===== src/rtl/evt_thr_pkg.sv =====
package evt_thr_pkg;

  // Control register field positions (address 0)
  localparam int THR_LSB = 0;
  localparam int ISM_LSB = 8;
  localparam int PLM_LSB = 16;
  localparam int DFL_LSB = 24;

  // Register addresses
  localparam logic [1:0] ADDR_CTRL = 2'd0;
  localparam logic [1:0] ADDR_LOAD = 2'd1;
  localparam logic [1:0] ADDR_CLR  = 2'd2;

  typedef enum logic [1:0] {
    ISM_BOTH   = 2'd0,
    ISM_LEGACY = 2'd1,
    ISM_NATIVE = 2'd2,
    ISM_RSVD   = 2'd3
  } ismSel_t;

  // Strobes from control to datapath
  typedef struct packed {
    logic load;
    logic clrOvf;
    logic advance;
  } ctrlStrobe_t;

endpackage


===== src/rtl/evt_thr_ctrl.sv =====
module evt_thr_ctrl
  import evt_thr_pkg::*;
#(
  parameter int OCC_W = 3
) (
  input  logic             clk,
  input  logic             rstN,
  input  logic [OCC_W-1:0] occCount,
  input  logic             ctxLegacy,
  input  logic [1:0]       ctxPriv,
  input  logic             regWrEn,
  input  logic [1:0]       regAddr,
  input  logic [OCC_W-1:0] thrIn,
  input  logic [1:0]       ismIn,
  input  logic [3:0]       plmIn,
  input  logic [3:0]       dflIn,
  input  logic             clrBit,
  output ctrlStrobe_t      strobe,
  output logic [OCC_W-1:0] step
);

  logic [OCC_W-1:0] thrQ;
  ismSel_t          ismQ;
  logic [3:0]       plmQ;
  logic [3:0]       dflQ;

  logic [3:0] effMask;
  logic       ismOk;
  logic       privOk;
  logic       loadHit;

  always_ff @(posedge clk) begin
    if (!rstN) begin
      thrQ <= '0;
      ismQ <= ISM_BOTH;
      plmQ <= '0;
      dflQ <= '0;
    end else if (regWrEn && regAddr == ADDR_CTRL) begin
      thrQ <= thrIn;
      ismQ <= ismSel_t'(ismIn);
      plmQ <= plmIn;
      dflQ <= dflIn;
    end
  end

  always_comb begin
    unique case (ismQ)
      ISM_LEGACY: ismOk = ctxLegacy;
      ISM_NATIVE: ismOk = !ctxLegacy;
      default:    ismOk = 1'b1;
    endcase
  end

  assign effMask = (plmQ != 4'd0) ? plmQ : dflQ;
  assign privOk  = effMask[ctxPriv];

  always_comb begin
    if (thrQ == '0) step = occCount;
    else            step = (occCount > thrQ) ? OCC_W'(1) : '0;
  end

  assign loadHit        = regWrEn && regAddr == ADDR_LOAD;
  assign strobe.load    = loadHit;
  assign strobe.clrOvf  = regWrEn && regAddr == ADDR_CLR && clrBit;
  assign strobe.advance = ismOk && privOk && !loadHit;

endmodule


===== src/rtl/evt_thr_datapath.sv =====
module evt_thr_datapath
  import evt_thr_pkg::*;
#(
  parameter int CNT_W = 64,
  parameter int OCC_W = 3
) (
  input  logic             clk,
  input  logic             rstN,
  input  ctrlStrobe_t      strobe,
  input  logic [OCC_W-1:0] step,
  input  logic [CNT_W-1:0] loadVal,
  output logic [CNT_W-1:0] countQ,
  output logic             ovfQ
);

  localparam int PAD_W = CNT_W + 1 - OCC_W;

  logic [CNT_W:0] sumExt;
  logic           carry;

  assign sumExt = {1'b0, countQ} + {{PAD_W{1'b0}}, step};
  assign carry  = strobe.advance && sumExt[CNT_W];

  always_ff @(posedge clk) begin
    if (!rstN) begin
      countQ <= '0;
    end else if (strobe.load) begin
      countQ <= loadVal;
    end else if (strobe.advance) begin
      countQ <= sumExt[CNT_W-1:0];
    end
  end

  always_ff @(posedge clk) begin
    if (!rstN)              ovfQ <= 1'b0;
    else if (carry)         ovfQ <= 1'b1;
    else if (strobe.clrOvf) ovfQ <= 1'b0;
  end

endmodule


===== src/rtl/evt_thr_counter.sv =====
module evt_thr_counter
  import evt_thr_pkg::*;
#(
  parameter int CNT_W = 64,
  parameter int OCC_W = 3
) (
  input  logic             clk,
  input  logic             rstN,
  input  logic [OCC_W-1:0] occCount,
  input  logic             ctxLegacy,
  input  logic [1:0]       ctxPriv,
  input  logic             regWrEn,
  input  logic [1:0]       regAddr,
  input  logic [CNT_W-1:0] regWrData,
  output logic [CNT_W-1:0] countOut,
  output logic             overflow
);

  ctrlStrobe_t      strobe;
  logic [OCC_W-1:0] step;

  evt_thr_ctrl #(.OCC_W(OCC_W)) u_ctrl (
    .clk      (clk),
    .rstN     (rstN),
    .occCount (occCount),
    .ctxLegacy(ctxLegacy),
    .ctxPriv  (ctxPriv),
    .regWrEn  (regWrEn),
    .regAddr  (regAddr),
    .thrIn    (regWrData[THR_LSB +: OCC_W]),
    .ismIn    (regWrData[ISM_LSB +: 2]),
    .plmIn    (regWrData[PLM_LSB +: 4]),
    .dflIn    (regWrData[DFL_LSB +: 4]),
    .clrBit   (regWrData[0]),
    .strobe   (strobe),
    .step     (step)
  );

  evt_thr_datapath #(.CNT_W(CNT_W), .OCC_W(OCC_W)) u_dp (
    .clk    (clk),
    .rstN   (rstN),
    .strobe (strobe),
    .step   (step),
    .loadVal(regWrData),
    .countQ (countOut),
    .ovfQ   (overflow)
  );

endmodule


===== config.mk =====
export PLATFORM = sky130hd
export DESIGN_NAME = evt_thr_counter
export DESIGN_NICKNAME = d
export VERILOG_FILES = /design/src/rtl/evt_thr_pkg.sv /design/src/rtl/evt_thr_ctrl.sv /design/src/rtl/evt_thr_datapath.sv /design/src/rtl/evt_thr_counter.sv
export SDC_FILE = /design/constraint.sdc
export NUM_CORES = 1
export LEC_CHECK = 0
export ABC_AREA = 1
export BUFFER_PORTS_ARGS = -buffer_cell sky130_fd_sc_hd__buf_4
export CAP_MARGIN = 20
export CORE_UTILIZATION = 30
export CTS_BUF_LIST = sky130_fd_sc_hd__clkbuf_8
export DETAILED_ROUTE_END_ITERATION = 10
export PLACE_DENSITY = 0.49
export REMOVE_ABC_BUFFERS = 1
export SYNTH_ARGS = -nofsm -noshare
export SYNTH_HDL_FRONTEND = slang
export SYNTH_SLANG_ARGS = --single-unit

===== constraint.sdc =====
create_clock -name clk -period 2.6 [get_ports clk]
set_input_delay 0.26 -clock clk [delete_from_list [all_inputs] [get_ports clk]]
set_output_delay 0.26 -clock clk [all_outputs]
set_load 0.02 [all_outputs]

* Word level (Yosys, flattened, before mapping) *
Index checks and enable logic that the tools add are counted.

word-level totals
  flip-flop bits (word level) = 78
  bits of input ports = 75
  output and inout port bits = 65
  logic and storage cells = 37

operators by class
  $add $sub $neg = 1
  order comparisons = 2
  equal/unequal tests = 4
  multiplexer cells = 10
  reduce and logical (&&, ||, !) cells = 14

operators by type and width
  cell                                                         number
  two-way mux 64 bit                                           2
  adder 64 x 3 -> 65 bit                                       1
  logical AND 1 bit                                            7
  == test 2 x 1 -> 1 bit (second input constant)               2
  == test 2 bit (second input constant)                        2
  two-way mux 1 bit                                            4
  two-way mux 4 bit                                            1
  nonzero test 2 bit                                           2
  nonzero test 4 bit                                           1
  greater-than comparator 3 bit                                1
  zero test 3 bit                                              1
  less-than comparator 2 x 3 -> 1 bit (second input constant)  1
  two-way mux 3 bit                                            1
  binary-select mux 1 bit (select 2 bit)                       1
  zero test 1 bit                                              2
  zero test 2 bit                                              1
  one-hot mux 1 bit (2 select lines)                           1

* Longest topological paths before layout *
  depth in word-level cells = 8
  gate-level depth with buffers = 19
  mapped depth without buffers = 19

* Cells and area by module *
From an unflattened synthesis, not the netlist that was laid out.

second synthesis, totals
  cells, all modules = 913
  area, all modules = 5,614.1 sq um

by module, submodules not included
  module            times used  cells an instance  area an instance (sq um)  seq. area each (sq um)
  evt_thr_datapath  1           803                4,864.7                   1,301.2
  evt_thr_ctrl      1           110                749.5                     260.2

* Least setup slack after synthesis *
OpenSTA, ideal clock, no wires.

  path kind = reg-to-reg
  start point = register u_ctrl.thrQ[2]
  end point = register u_dp.countQ[26]
  library setup time = 0.128 ns
  data arrival time = 2.445 ns
  slack = 0.027 ns
  stages on the path, launching flop included = 19
  buffers on the path = 0
  clock period less this slack = 2.573 ns
  cells stage by stage = dfxtp_1 inv_1 ha_1 a21oi_1 o21ai_0 nand3_1 o21ai_0 ha_1 fa_1 nand3_1 nand2_2 nand3_1 inv_2 nand2_1 clkinv_1 nand2_1 a21oi_1 nor2_1 nor2_1

between the ends
  cells in the longest elaborated chain, start to end = 6
  elaborated cells on any way between the ends = 7
  those cells by class = 1 x add/sub; 1 x order compare; 4 x mux; 1 x reduce/logical

ends and longest elaborated chain
  what                           RTL line                RTL
  from (decl)                    evt_thr_ctrl.sv:22      logic [OCC_W-1:0] thrQ;
  from (signal assigned)         evt_thr_ctrl.sv:39      thrQ <= thrIn;
  greater-than comparator 3 bit  evt_thr_ctrl.sv:59      else step = (occCount > thrQ) ? OCC_W'(1) : '0;
  two-way mux 1 bit              evt_thr_ctrl.sv:59
  two-way mux 3 bit (*)          evt_thr_ctrl.sv:58      if (thrQ == '0) step = occCount;
  adder 64 x 3 -> 65 bit (*)     evt_thr_datapath.sv:21  assign sumExt = {1'b0, countQ} + {{PAD_W{1'b0}}, step};
  two-way mux 64 bit (*)         evt_thr_datapath.sv:29  end else if (strobe.advance) begin
  two-way mux 64 bit (*)         evt_thr_datapath.sv:27  end else if (strobe.load) begin
  to (signal assigned)           evt_thr_datapath.sv:28  countQ <= loadVal;
  to (signal assigned)           evt_thr_datapath.sv:30  countQ <= sumExt[CNT_W-1:0];
  to (decl)                      evt_thr_datapath.sv:12  output logic [CNT_W-1:0] countQ,

Every way passes the cells marked *; elsewhere a longest branch is shown, timed or not. The select of a mux whose other input is x is not followed.
A chain may end at the register's enable or synchronous reset.

* Worst setup path in the final report *
  start point = register u_ctrl.thrQ[2]
  end point = register u_dp.countQ[42]

Same word-level chain as after synthesis.

==> summary.md <==
| Metric | Value |
|---|---|
| Number of remaining DRC errors | `0` |
| Core footprint | `20200 µm²` |
| Port-buffer cells | `139` |
| Dpl ws | `-0.203 ns` |
| GRT overflow | `0` |
| Synth Cell Area | `6200 µm²` |
| Lkg Pwr | `3.47 nW` |
| CTS tree | `yes` |
| Warnings from Yosys | `0` |
| Synthesized area per cell | `5.54 µm²` |
| Final WL | `24800 µm` |
| All-Layer GR Usage | `23.2%` |
| Slew HR | `61.6%` |
| Max Freq | `0.390 GHz` |
| Clk buf depth | `2` |
| Final WS setup | `0.0390 ns` |
| Die span in y | `146 µm` |
| Final Hold Vio Count | `0` |
| Synthesized instance count | `1118` |
| Drt pass-1 iters | `5` |
| RSZ-0062 raised after global routing | `true` |
| Worst-Margin Slew | `0.576 ns` |
| Slowest-stage cell, CP | `dfxtp_2` |
| Layout Nets | `1362` |
| Distinct cells, synth | `31` |
| Kind of critical path | `flip-flop to flip-flop` |
| Clk_skew | `0.0132 ns` |
| Vias in the first global route | `6686` |
| GP Congestion | `0.879` |
| Die Span X | `146 µm` |
| Slew Viols, Final | `0` |
| Final-layout fill cell count | `2312` |
| Synthesis-stage register bit count | `78` |
| CP max stage delay | `0.33 ns` |
| Insertion delay to the later sink of the worst-skew pair | `0.39 ns` |
| Required @ worst endpoint | `2.88 ns` |
| Root Driver | `clkbuf_8` |
| DRT iter0 DRCs | `416` |
| I/O pin count | `140` |
| Hold Startpoint | `regWrData[25]` |
| Clk pin slew, worst setup/hold paths | `0.09 ns` |
| Count of endpoints failing setup in the final report | `0` |
| Routed Antenna Nets | `0` |
| DP Area | `7720 µm²` |
| DIE AREA | `21200 µm²` |
| Total power per unit cell area | `376 nW/µm²` |
| Share of post-route cells with drive strength above 1 | `22.0%` |
| Reg-to-reg startpoint | `u_ctrl.thrQ[2]` |
| CP startpoint kind | `flip-flop` |
| Critical-path maximum fanout | `5` |
| Fin util | `40.4%` |
| Max-cap viol count | `0` |
| Final critical-path share of the clock period | `98.5%` |
| Via/cell ratio | `4.78` |
| DR WL/cell | `16.0 µm` |
| CP delay by family, top | `adder cells` |
| Crit path launch | `u_ctrl.thrQ[2]` |
| Status | `complete, no violations` |
| Initial antenna violation count | `0` |
| Hold crit path type | `input port to flip-flop` |
| DR vias | `7415` |
| WP data arrival | `2.84 ns` |
| Clock sink count | `78` |
| Antenna Cells | `0` |
| Dpl hpwl | `19200 µm` |
| Syn-to-layout area delta | `31.8%` |
| Crit. End Element | `flip-flop` |
| Largest net degree at the start of global routing | `46` |
| Critical-path cell list | `inv_2, ha_4, nand2_1, o21ai_1, nand3_1, o21ai_1, ha_2, fa_2, nand3_2, nand2_4, buf_4, nand3_4, inv_2, buf_4, nand3_1, nand2_1, nand2_1, a21oi_2, nor2_1` |
| Post-synthesis sequential area ratio | `25.2%` |
| Hold buffer count at CTS | `0` |
| First-pass GRT wire length | `37900 µm` |
| Post-layout min period | `2.56 ns` |
| Design Area, Final | `8170 µm²` |
| VDD IR max | `0.199 mV` |
| Core Rows | `52` |
| Final hold slack | `0.0990 ns` |
| Num CTS Buffers | `9` |
| H-tree depth | `3` |
| Critical path's most frequent cell | `nand2_1` |
| Buf/Inv on CP | `4` |
| Starting Density | `30.6%` |
[kinds of logic after synthesis]
| group | share of synthesized area [%] |
|---|---|
| AND/OR/NAND/NOR | 52.2 |
| buffers and inverters | 9.47 |
| AO/OA/AOI/OAI | 9.45 |
| flip-flops | 25.2 |
| XOR/XNOR | 1.70 |
| adder cells (fa/ha/maj) | 1.94 |
[Yosys cell counts]
cell type / count / area share (%)
nand3b_1: 9 / 1.1
nor3_1: 3 / 0.24
ha_1: 8 / 1.6
clkbuf_1: 17 / 1.0
and2_1: 5 / 0.50
nand2_2: 12 / 1.2
fa_1: 1 / 0.32
inv_1: 104 / 6.3
nand2_1: 417 / 25
nor2_8: 1 / 0.32
o21ai_0: 31 / 2.5
nor2_2: 10 / 1.0
nand3_1: 75 / 6.1
nand4_1: 26 / 2.6
xor2_1: 9 / 1.3
inv_2: 11 / 0.67
clkinv_1: 4 / 0.24
nand2_4: 2 / 0.36
buf_4: 1 / 0.12
dfxtp_1: 78 / 25
buf_2: 12 / 0.97
nor2_4: 13 / 2.4
nor4_1: 1 / 0.10
clkbuf_2: 1 / 0.081
nand3_2: 3 / 0.48
nor2_1: 175 / 11
a21oi_1: 67 / 5.4
a31oi_1: 4 / 0.40
xnor2_1: 3 / 0.42
o21ai_1: 14 / 1.1
buf_1: 1 / 0.061
[cell usage in the layout, fill, tap and decap left out, drive strengths merged, types with 14 or more instances in the layout]
master,n
a21oi,67
buf,181
clkbuf,14
dfxtp,78
inv,117
nand2,431
nand3,78
nand4,26
nor2,199
o21ai,45
[area by class of cell]
type                       count  area [µm²]  share of cell area (%)
sequential                    78        1560                    19.2
multi-input combinational    889        4200                    51.4
clock buffer                  14         193                    2.36
tap                          270         338                    4.14
inverter                     119         450                    5.52
timing repair buffer         181        1420                    17.4
[per-layer routing]
layer  vias to the layer above  routed length (µm)  track usage [%]
met3                        22                1130             3.10
met5                         -                   0                0
met2                       179               11000             36.6
li1                       3829                   -                -
met1                      3385               12200             33.0
met4                         0                 469             6.21
[metrics by stage]
step,std cells,total power [mW],TNS [ns]
after floorplan,1086,1.71,-0.000255
after global placement,1526,2.09,-1.87
after detailed placement,1526,2.10,-2.98
after CTS,1543,3.07,0
after global routing,1551,3.22,-1.48
final,1551,3.07,0
[tightest hold or removal path: cells and delay by family]
| kind | cells | cell delay, ns |
|---|---|---|
| simple gates | 2 | 0.11 |
| buf+inv | 1 | 0.08 |
[worst paths after layout]
kind,endpoint,slack [ns],depth (start not counted)
worst max register to register,u_dp.countQ[42],0.04,19
worst max-delay path,u_dp.countQ[42],0.04,19
worst min-delay path,u_ctrl.dflQ[1],0.1,3
worst min register to register,u_ctrl.ismQ[1],0.48,2
[state kept, by name, indices dropped and copies added (netlist names)]
name         cells
u_ctrl.dflQ      4
u_ctrl.ismQ      2
u_ctrl.plmQ      4
u_ctrl.thrQ      3
u_dp.countQ     64
u_dp.ovfQ        1
[repair_timing]
action	CTS	global route
endpoints found under the setup margin	29	49
setup buffers	3	8
pin swaps	5	23
gates resized for setup	14	35
[power by group]
group | internal [mW] | total (mW) | switching, mW
registers | 1.25 | 1.35 | 0.100
clock network | 0.469 | 0.970 | 0.501
logic | 0.305 | 0.746 | 0.441
total | 2.02 | 3.07 | 1.04
Note: power is estimated with default switching activity, not from simulation.
